[src/rtl/dlp_pkg.sv]
`timescale 1ns/1ps
package dlp_pkg;
  typedef enum logic {ST_IDLE, ST_RUN} seq_state_t;

  function automatic int sum_width(input int entry_w, input int stages);
    return entry_w + $clog2(stages);
  endfunction
endpackage

[src/rtl/dlp_table.sv]
`timescale 1ns/1ps
module dlp_table #(
  parameter int N_STAGES = 8,
  parameter int DW       = 16,
  localparam int IW      = $clog2(N_STAGES)
) (
  input  logic                 clk,
  input  logic                 we,
  input  logic [IW-1:0]        waddr,
  input  logic signed [DW-1:0] wdata,
  input  logic [IW-1:0]        raddr,
  output logic signed [DW-1:0] rdata
);
  logic signed [DW-1:0] mem [N_STAGES];

  always_ff @(posedge clk) begin
    if (we) mem[waddr] <= wdata;
    rdata <= mem[raddr];
  end
endmodule

[src/rtl/dlp_seq.sv]
`timescale 1ns/1ps
module dlp_seq
  import dlp_pkg::*;
#(
  parameter int N_STAGES = 8,
  parameter int DW       = 16,
  localparam int IW      = $clog2(N_STAGES),
  localparam int AW      = sum_width(DW, N_STAGES)
) (
  input  logic                 clk,
  input  logic                 rst,
  input  logic                 go,
  input  logic [N_STAGES-1:0]  chal,
  input  logic signed [DW-1:0] rdata,
  output logic [IW-1:0]        raddr,
  output logic                 fin,
  output logic signed [AW-1:0] total
);
  localparam logic [IW-1:0] LAST_IDX = IW'(N_STAGES - 1);
  localparam logic [IW:0]   DEPTH    = (IW+1)'(N_STAGES);

  seq_state_t            state;
  logic [IW-1:0]         step;
  logic [N_STAGES-1:0]   chal_q;
  logic signed [AW-1:0]  acc;
  logic signed [AW-1:0]  term;
  logic [IW:0]           step_nxt;

  assign step_nxt = {1'b0, step} + 1'b1;
  assign raddr    = (state == ST_RUN && step_nxt < DEPTH) ? step_nxt[IW-1:0] : '0;
  assign term     = chal_q[step] ? AW'(rdata) : '0;
  assign total    = acc + term;
  assign fin      = (state == ST_RUN) && (step == LAST_IDX);

  always_ff @(posedge clk) begin
    if (rst) begin
      state  <= ST_IDLE;
      step   <= '0;
      chal_q <= '0;
      acc    <= '0;
    end else begin
      case (state)
        ST_IDLE: begin
          if (go) begin
            chal_q <= chal;
            acc    <= '0;
            step   <= '0;
            state  <= ST_RUN;
          end
        end
        default: begin
          acc <= total;
          if (step == LAST_IDX) begin
            state <= ST_IDLE;
            step  <= '0;
          end else begin
            step <= step_nxt[IW-1:0];
          end
        end
      endcase
    end
  end
endmodule

[src/rtl/dlp_decide.sv]
`timescale 1ns/1ps
module dlp_decide #(
  parameter int AW = 19
) (
  input  logic                 clk,
  input  logic                 rst,
  input  logic                 fin,
  input  logic signed [AW-1:0] total,
  output logic signed [AW-1:0] diff,
  output logic                 resp,
  output logic                 tie,
  output logic                 vld
);
  logic is_zero;
  logic is_pos;

  assign is_zero = (total == '0);
  assign is_pos  = !total[AW-1] && !is_zero;

  always_ff @(posedge clk) begin
    if (rst) begin
      diff <= '0;
      resp <= 1'b0;
      tie  <= 1'b0;
      vld  <= 1'b0;
    end else begin
      vld <= fin;
      if (fin) begin
        diff <= total;
        resp <= is_pos;
        tie  <= is_zero;
      end
    end
  end
endmodule

[src/rtl/delay_resp_predictor.sv]
`timescale 1ns/1ps
module delay_resp_predictor
  import dlp_pkg::*;
#(
  parameter int N_STAGES = 8,
  parameter int DW       = 16,
  localparam int IW      = $clog2(N_STAGES),
  localparam int AW      = sum_width(DW, N_STAGES)
) (
  input  logic                 clk,
  input  logic                 rst,
  input  logic                 tbl_we,
  input  logic [IW-1:0]        tbl_idx,
  input  logic signed [DW-1:0] tbl_val,
  input  logic [N_STAGES-1:0]  chal,
  input  logic                 pred_go,
  output logic signed [AW-1:0] pred_diff,
  output logic                 pred_bit,
  output logic                 pred_tie,
  output logic                 pred_vld
);
  localparam logic [IW:0] DEPTH = (IW+1)'(N_STAGES);

  logic                 we_ok;
  logic [IW-1:0]        rd_addr;
  logic signed [DW-1:0] rd_data;
  logic                 fin;
  logic signed [AW-1:0] total;

  assign we_ok = tbl_we && ({1'b0, tbl_idx} < DEPTH);

  dlp_table #(.N_STAGES(N_STAGES), .DW(DW)) u_table (
    .clk   (clk),
    .we    (we_ok),
    .waddr (tbl_idx),
    .wdata (tbl_val),
    .raddr (rd_addr),
    .rdata (rd_data)
  );

  dlp_seq #(.N_STAGES(N_STAGES), .DW(DW)) u_seq (
    .clk   (clk),
    .rst   (rst),
    .go    (pred_go),
    .chal  (chal),
    .rdata (rd_data),
    .raddr (rd_addr),
    .fin   (fin),
    .total (total)
  );

  dlp_decide #(.AW(AW)) u_decide (
    .clk   (clk),
    .rst   (rst),
    .fin   (fin),
    .total (total),
    .diff  (pred_diff),
    .resp  (pred_bit),
    .tie   (pred_tie),
    .vld   (pred_vld)
  );
endmodule

[config.mk]
export PLATFORM = sky130hd
export DESIGN_NAME = delay_resp_predictor
export DESIGN_NICKNAME = d
export VERILOG_FILES = /design/src/rtl/dlp_pkg.sv /design/src/rtl/dlp_table.sv /design/src/rtl/dlp_seq.sv /design/src/rtl/dlp_decide.sv /design/src/rtl/delay_resp_predictor.sv
export SDC_FILE = /design/constraint.sdc
export NUM_CORES = 1
export LEC_CHECK = 0
export CORE_MARGIN = 2
export CORE_UTILIZATION = 50
export CTS_CLUSTER_DIAMETER = 80
export DETAILED_ROUTE_END_ITERATION = 12
export MAX_ROUTING_LAYER = met4
export PLACE_DENSITY_LB_ADDON = 0.1
export SLEW_MARGIN = 0
export SYNTH_ARGS = -nofsm -noshare
export SYNTH_HDL_FRONTEND = slang
export SYNTH_HIERARCHICAL = 1
export SYNTH_SLANG_ARGS = --single-unit
export TNS_END_PERCENT = 50
[constraint.sdc]
create_clock -name clk -period 4 [get_ports clk]
set_clock_uncertainty 0.1 [all_clocks]
set_input_delay 0.6 -clock clk [delete_from_list [all_inputs] [get_ports clk]]
set_output_delay 0.6 -clock clk [all_outputs]
set_load 0.02 [all_outputs]
Word level (Yosys, flattened, before mapping)
Memories as Yosys holds them, arrays and structs flattened. A register that Yosys moved wholly into a read port is not among the register bits.
Index checks and enable logic that the tools add are counted.
{ "op_classes": {"reduce_logical": 8, "addsub": 2, "n_mux": 14, "bitwise": 1, "eq_ne": 1, "order_cmp": 2} }
{ "ops": {"columns": ["operator", "count"], "rows": [
  ["$mux W19", 3],
  ["$add A19 B19 Y19", 1],
  ["$logic_not A19 Y1", 1],
  ["$mux W3", 4],
  ["$mux W1", 6],
  ["$add A3 B1 Y4 const B", 1],
  ["$lt A3 B4 Y1 const B", 1],
  ["$lt A4 B4 Y1 const B", 1],
  ["$bmux W1 S3", 1],
  ["$eq A3 B3 Y1 const B", 1],
  ["$logic_and A1 B1 Y1", 3],
  ["$logic_not A1 Y1", 2],
  ["$reduce_and A2 Y1", 1],
  ["$reduce_bool A2 Y1", 1],
  ["$not A1 Y1", 1]
]} }
{ "word_totals": {"memories": 1, "inputBits": 31, "regBits": 53, "elab_cells": 37, "mem_bits_rw": 128} }
{ "memory_table": {"columns": ["name", "depth", "width", "rd", "rd_clocked_by_memory_dff", "write_ports", "line", "rtl"], "rows": [
  ["u_table.mem", 8, 16, 1, 1, 1, "dlp_table.sv:14", "logic signed [DW-1:0] mem [N_STAGES];"]
]} }

Longest topological paths before layout
Gate-level depths: netlist of run 1.
{ "depth": {"word_depth": 7, "depth_mapped": 17, "depth_no_buf": 14} }

Modules after synthesis
Netlist of run 1, hierarchy kept.
{ "modules_own_cells": {"columns": ["module", "instances", "cells_each", "area_each_um2", "seq_area_each_um2"], "rows": [
  ["dlp_table", 1, 214, 5293.8, 4164.0],
  ["dlp_seq", 1, 314, 2488.6, 620.6],
  ["dlp_decide", 1, 78, 825.8, 440.4]
]} }

Worst setup path before layout of run 1
Ideal clock, no wire load.
{ "synth_path": {"kind": "register -> register", "start": "register u_seq.step[0]", "end": "register u_decide.resp", "required_ns": 3.765, "setup_ns": 0.135, "path_slack_ns": 0.017, "t_arrival_ns": 3.748, "stages_incl_launch_ff": 16, "path_cell_list": "dfxtp_1 > buf_6 > mux4_2 > mux2i_4 > clkbuf_1 > nor2b_1 > ha_1 > fa_1 > a21o_1 > a221oi_2 > o21bai_1 > and2_1 > a21oi_1 > xnor2_1 > nor4_1 > a311oi_1"} }
{ "synth_between": {"elab_chain_len": 7, "elab_cells_between_ends": 10, "cone_classes": "1 x add/sub; 1 x eq/ne; 3 x mux; 5 x reduce/logical"} }
{ "synth_rtl": {"columns": ["item", "line", "rtl"], "rows": [
  ["start, declared", "dlp_seq.sv:23", "logic [IW-1:0] step;"],
  ["start signal, assigned", "dlp_seq.sv:57", "step <= step_nxt[IW-1:0];"],
  ["$bmux W1 S3", "dlp_seq.sv:31", "assign term = chal_q[step] ? AW'(rdata) : '0;"],
  ["$mux W1 (implied by the code)", "dlp_seq.sv:31", null],
  ["$mux W19", "dlp_seq.sv:31", null],
  ["$add A19 B19 Y19", "dlp_seq.sv:32", "assign total = acc + term;"],
  ["via total[16]", "delay_resp_predictor.sv:28", "logic signed [AW-1:0] total;"],
  ["$logic_not A19 Y1", "dlp_decide.sv:17", "assign is_zero = (total == '0);"],
  ["$logic_not A1 Y1", "dlp_decide.sv:18", "assign is_pos = !total[AW-1] && !is_zero;"],
  ["$logic_and A1 B1 Y1", "dlp_decide.sv:18", null],
  ["end signal, assigned", "dlp_decide.sv:30", "resp <= is_pos;"],
  ["end, declared", "dlp_decide.sv:10", "output logic resp,"]
]} }
The timed path passes the listed nets, and every way through them passes these cells. The select of a mux whose other input is x is not followed.
A chain may end at the register's enable or synchronous reset.

Worst setup path after layout of run 1
Ends and elaborated chain as after synthesis.

==> flow_summary.ini, run 1 <==
[sta]
max_freq_ghz = 0.265
setup_violations = 0
grt_setup_unrepaired = false
setup_ws_ns = 0.231
finalHoldViolCount = 0
finalMaxSlewViolations = 0
whs_ns = 0.365
layout_min_cycle_time_ns = 3.77
worst_pin_slew_ns = 0.804
slew-limit-headroom_pct = 46.1
period_share_pct = 94.2

[route]
drtAntennaViolNets = 0
wl_um = 17500
vias = 5169
drc_errors = 0
drt_iter0_markers = 410
drt_first_pass_iters = 5
wire_per_inst_um = 19.3
vias_per_cell = 5.70

[place]
post-place-cells = 874
gp_congestion = 0.914
portBuffers = 52
pre_cts_ws_ns = -0.0437
place_hpwl_um = 11500

[power_and_ir_drop]
p_per_area_nw_per_um2 = 415
ir_drop_v = 0.000306
p_leak_nw = 3.58

[critical_path]
critical_path_required_ns = 4.20
crit_type = flip-flop to flip-flop
critPathArrivalTime_ns = 3.96
critPathMaxFanout = 5
start_kind = flip-flop
path_cells = mux4_2 > mux2i_4 > nor2b_1 > ha_1 > fa_1 > a21o_1 > a221oi_4 > o21bai_2 > a41oi_2 > xnor2_1 > nor4_2 > and3_1 > a311oi_1
cp-end-kind = flip-flop
cp_slowest_cell = mux4_2
max_stage_delay_ns = 0.53

[yosys]
synth_edf_count = 128
postSynthCellCount = 606
synthTopCellsByCount = edfxtp_1, dfxtp_1, nor2_1
synth_nets = 658
syn_area_sq_um = 8610
synth.most_common_cell = edfxtp_1
ys.warnings.count = 6
synth_area_per_cell_sq_um = 14.2
ys_seq_area_share_pct = 60.7
synth_largest_area_cell = edfxtp_1
netlist.area_leader.share_pct = 44.7
netlist_top_cells_area = edfxtp_1, dfxtp_1, mux4_1, ha_1, a21oi_1
synthFlopType = edfxtp_1
synth_async_sr_flop_share_pct = 0
synthDistinctLibCells = 60
synth-seq-cells = 197

[flow_run]
drv_cap = 0

[cells_and_area]
antenna_cells = 0
stdcell_count = 907
multi_input_area_sq_um = 3240
area.sequential_sq_um = 5230
nFillCells = 1273
nets = 726
area_growth_pct = 17.3
post_route_cells_drive_above_1_share_pct = 15.6

[clock_tree]
root_buffer = clkbuf_16
h-tree-depth = 4
clock-sinks = 197
cts_inserted_buffers = 17
clkTransAtPathRegs_ns = 0.07
cts_buffer_depth = 2
hold_buffers = 0
clk_latency_ns = 0.43
cts_tree = yes

[global_route]
grt_max_degree = 41
overflow = 0
grt_usage_pct = 20.9
antenna_found_initial = 0
grt_pass1_wl_um = 27700
first_global_vias = 5141

[floorplanning]
chipHeight_um = 135
die_area_sq_um = 18300
ios = 53
coreArea_sq_um = 16700
rows = 47
fp.dieW_um = 135
start_util_pct = 51.5

[hold_path]
hold_path.class = flip-flop to flip-flop

[outcome]
status = finished clean
registers in the layout, indices dropped and copies added, names as in the netlist:
name / cells
u_decide/resp: 1
u_seq/acc: 19
u_decide/vld: 1
u_seq/state: 1
u_decide/diff: 19
u_table/mem: 128
u_table/rdata: 16
u_decide/tie: 1
u_seq/chal_q: 8
u_seq/step: 3
repair_timing:
action | CTS | global route
resized for setup | 2 | 10
setup endpoints to repair | 2 | 2
buffers inserted | 0 | 1
pin swaps | 0 | 5
cloned | 0 | 0
cells by family (layout without fill, tap and decap cells):
group	after synthesis	count (layout)	share of synthesized area, %
flops	197	197	60.7
xor+xnor	17	17	1.73
buf+inv	43	124	2.60
fa+ha+maj	21	21	3.14
mux	70	70	14.7
simple gates	167	167	10.0
compound gates	91	91	7.11
worst max-delay path: cells and delay by family (launching register included):
family / cells / cell delay, ns
mux: 2 / 0.72
flops: 1 / 0.38
fa+ha+maj: 2 / 0.62
compound gates: 5 / 1.09
simple gates: 3 / 0.56
xor+xnor: 1 / 0.15
cells in the final DEF (no fill, tap or decap), drive strengths merged, types with 6 or more instances in the layout:
master         count
a21o              10
nor3               7
mux4              34
nand2b             7
edfxtp           128
inv               13
ha                20
and3               7
nor4               6
xnor2             14
nor2b             18
nor3b             11
a21oi             39
clkdlybuf4s50     51
clkbuf            20
o21ai             10
nand2             36
nand3              9
mux2i             19
buf               34
dfxtp             69
nor2              42
and2               7
mux2              17
final timing paths:
check	start	depth (start not counted)	endpoint	slack [ns]
setup / recovery	u_seq/step[0]	13	u_decide/resp	0.23
hold / removal	u_seq/chal_q[3]	2	u_seq/chal_q[3]	0.36
hold reg to reg	u_seq/chal_q[3]	2	u_seq/chal_q[3]	0.36
setup reg to reg	u_seq/step[0]	13	u_decide/resp	0.23
stage by stage:
step	setup TNS [ns]	cell area, sq um	power (mW)	util [%]
finish	0	10100	4.19	60.4
global route	0	10100	4.36	60.4
global placement	-0.00900	9470	2.60	56.7
floorplan	0	8610	2.49	-
CTS	0	10000	4.24	60.1
detailed placement	-0.0797	9470	2.61	56.7
power breakdown:
group,switching (mW),leakage [nW],internal (mW)
Clock,0.747,0.269,0.873
Combinational,0.175,1.58,0.144
Sequential,0.0189,1.73,2.23
layer usage:
metal / vias to the layer above / track usage [%] / part of all wire (%)
met5: - / - / 0
met4: 0 / 5.96 / 1.4
met3: 19 / 3.78 / 3.1
met2: 110 / 34.1 / 50
met1: 2573 / 27.1 / 45
li1: 2467 / - / -
layout make-up:
cell class | count | area share [%]
clock inverter | 12 | 1.19
multi-input combinational | 366 | 32.1
sequential | 197 | 51.8
tap | 220 | 2.73
timing repair buffer | 85 | 7.60
clock buffer | 20 | 4.33
inverter | 7 | 0.260
Note: power is estimated with default switching activity, not from simulation.
==> inputs of run 2 (changes only) <==
Settings changed: CTS_BUF_LIST from default to sky130_fd_sc_hd__clkbuf_4 sky130_fd_sc_hd__clkbuf_8, SLEW_MARGIN 0 to 5.
==> run 2 against run 1 <==
Net effect: total power shrank 9.4%; register-to-register slack gained 0.05 ns; highest routed layer unchanged; sequential share of layout area grew 0.93 points; largest power group unchanged; first-iteration DRC count shrank 10%.
==> flow_summary.ini, run 2 (synthesized netlist as in run 1, its figures left out) <==
[sta]
finalMaxSlewViolations = 0
setup_violations = 0
grt_setup_unrepaired = false
layout_min_cycle_time_ns = 3.72
finalHoldViolCount = 0
max_freq_ghz = 0.269
worst_pin_slew_ns = 0.813
period_share_pct = 93.0
slew-limit-headroom_pct = 45.5

[cells_and_area]
area.sequential_sq_um = 5230
nFillCells = 1293
final_common_cell = edfxtp_1
final_cell_mix = edfxtp_1, dfxtp_1, clkdlybuf4s50_1, nor2_1
antenna_cells = 0
multi_input_area_sq_um = 3240
post_route_cells_drive_above_1_share_pct = 16.2
top_register = u_table/mem
nets = 726
area_growth_pct = 15.2
utilization_pct = 59.4
largest_reg_flops = 128
stdcell_count = 907
reg_top3 = u_table/mem (128), u_decide/diff (19), u_seq/acc (19)

[route]
drt_first_pass_iters = 5
vias_per_cell = 5.72
wire_per_inst_um = 19.3
drt_iter0_markers = 368
wl_um = 17500
vias = 5191
drtAntennaViolNets = 0
drc_errors = 0

[critical_path]
crit_type = flip-flop to flip-flop
r2r_setup_slack_ns = 0.28
critical_path_required_ns = 4.26
cp-end-kind = flip-flop
start_kind = flip-flop
critPathArrivalTime_ns = 3.98
rr_worst_depth = 14
critPathMaxFanout = 5
r2r_start = u_seq/step[0]
reg2reg_to = u_decide/tie

[flow_run]
drv_cap = 0

[global_route]
grt_pass1_wl_um = 27500
antenna_found_initial = 0
overflow = 0
grt_usage_pct = 20.7
grt_max_degree = 41
first_global_vias = 5140

[clock_tree]
cts_tree = yes
cts_inserted_buffers = 17
cts_buffer_depth = 2
clk_latency_ns = 0.45
clkTransAtPathRegs_ns = 0.10
clock-sinks = 197
root_buffer = clkbuf_8
h-tree-depth = 4
hold_buffers = 0

[power_and_ir_drop]
ir_drop_v = 0.000237
p_total_mw = 3.80
p_per_area_nw_per_um2 = 383
p_leak_nw = 3.50

[floorplanning]
coreArea_sq_um = 16700
start_util_pct = 51.5
chipHeight_um = 135
ios = 53
die_area_sq_um = 18300
rows = 47
fp.dieW_um = 135

[place]
gp_congestion = 0.914
portBuffers = 52
post-place-cells = 874
place_hpwl_um = 11500

[hold_path]
hold_path_depth = 2
hold_end = u_seq/chal_q[3]
hold_start = u_seq/chal_q[3]
hold_path.class = flip-flop to flip-flop

[outcome]
status = finished clean
## run 2: changes by cell type in the layout (fill, tap and decap cells not counted)
cell       previous run  this run
clkbuf_1              3         0
clkbuf_16            17         0
clkbuf_4              0         3
clkbuf_8              0        17
fa_1                  1         0
fa_2                  0         1
## run 2: critical path, cell delays in order (launching register included)
cell and delay, ns:
dfxtp_4 0.39, mux4_2 0.53, mux2i_4 0.20, nor2b_1 0.07, ha_1 0.21, fa_2 0.36
a21o_1 0.21, a221oi_4 0.31, buf_4 0.17, nor3b_1 0.05, nor3_2 0.26, xnor2_1 0.14
xnor2_1 0.29, nor4b_2 0.10, a41o_1 0.24
## run 2: per-layer routing
layer | wire (um) | track usage [%]
met2 | 8780 | 34.2
met4 | 239 | 5.79
met3 | 718 | 3.78
met5 | 0 | -
met1 | 7800 | 26.7
## run 2: worst max path at each step
| stage | end | slack [ns] | startpoint |
|---|---|---|---|
| floorplan | u_decide/resp | 0.02 | u_seq/step[0] |
| global placement | u_decide/resp | -0.009 | u_seq/step[0] |
| detailed placement | u_decide/resp | -0.04 | u_seq/step[0] |
| CTS | u_decide/tie | 0.004 | u_seq/step[0] |
| global route | u_decide/resp | 0.04 | u_seq/step[0] |
| finish | u_decide/tie | 0.28 | u_seq/step[0] |
## run 2: final cells by class
type,count,area share [%]
sequential,197,52.7
multi-input combinational,366,32.7
timing repair buffer,85,7.73
tap,220,2.78
clock buffer,20,2.59
clock inverter,12,1.21
inverter,7,0.265
## run 2: report_power, final
| group | total, mW | switching (mW) | internal, mW |
|---|---|---|---|
| Clock | 1.23 | 0.699 | 0.529 |
| Sequential | 2.25 | 0.0190 | 2.23 |
| Combinational | 0.320 | 0.175 | 0.144 |
| Total | 3.80 | 0.893 | 2.90 |
## run 2: stage by stage
step / setup slack [ns] / area, sq um / hold slack (ns) / setup TNS (ns)
detailed placement: -0.0437 / 9470 / 0.351 / -0.0797
global route: 0.0367 / 9920 / 0.382 / 0
global placement: -0.00900 / 9470 / 0.351 / -0.00900
floorplan: 0.0168 / 8610 / 0.333 / 0
CTS: 0.00396 / 9860 / 0.365 / 0
finish: 0.279 / 9920 / 0.370 / 0
## run 2: timing repair
| item | in CTS | in global routing |
|---|---|---|
| pin swaps | 0 | 7 |
| endpoints found under the hold margin | 0 | 0 |
| resized for setup | 3 | 10 |
| buffers inserted | 0 | 1 |
| setup endpoints to repair | 2 | 2 |
| cloned | 0 | 0 |
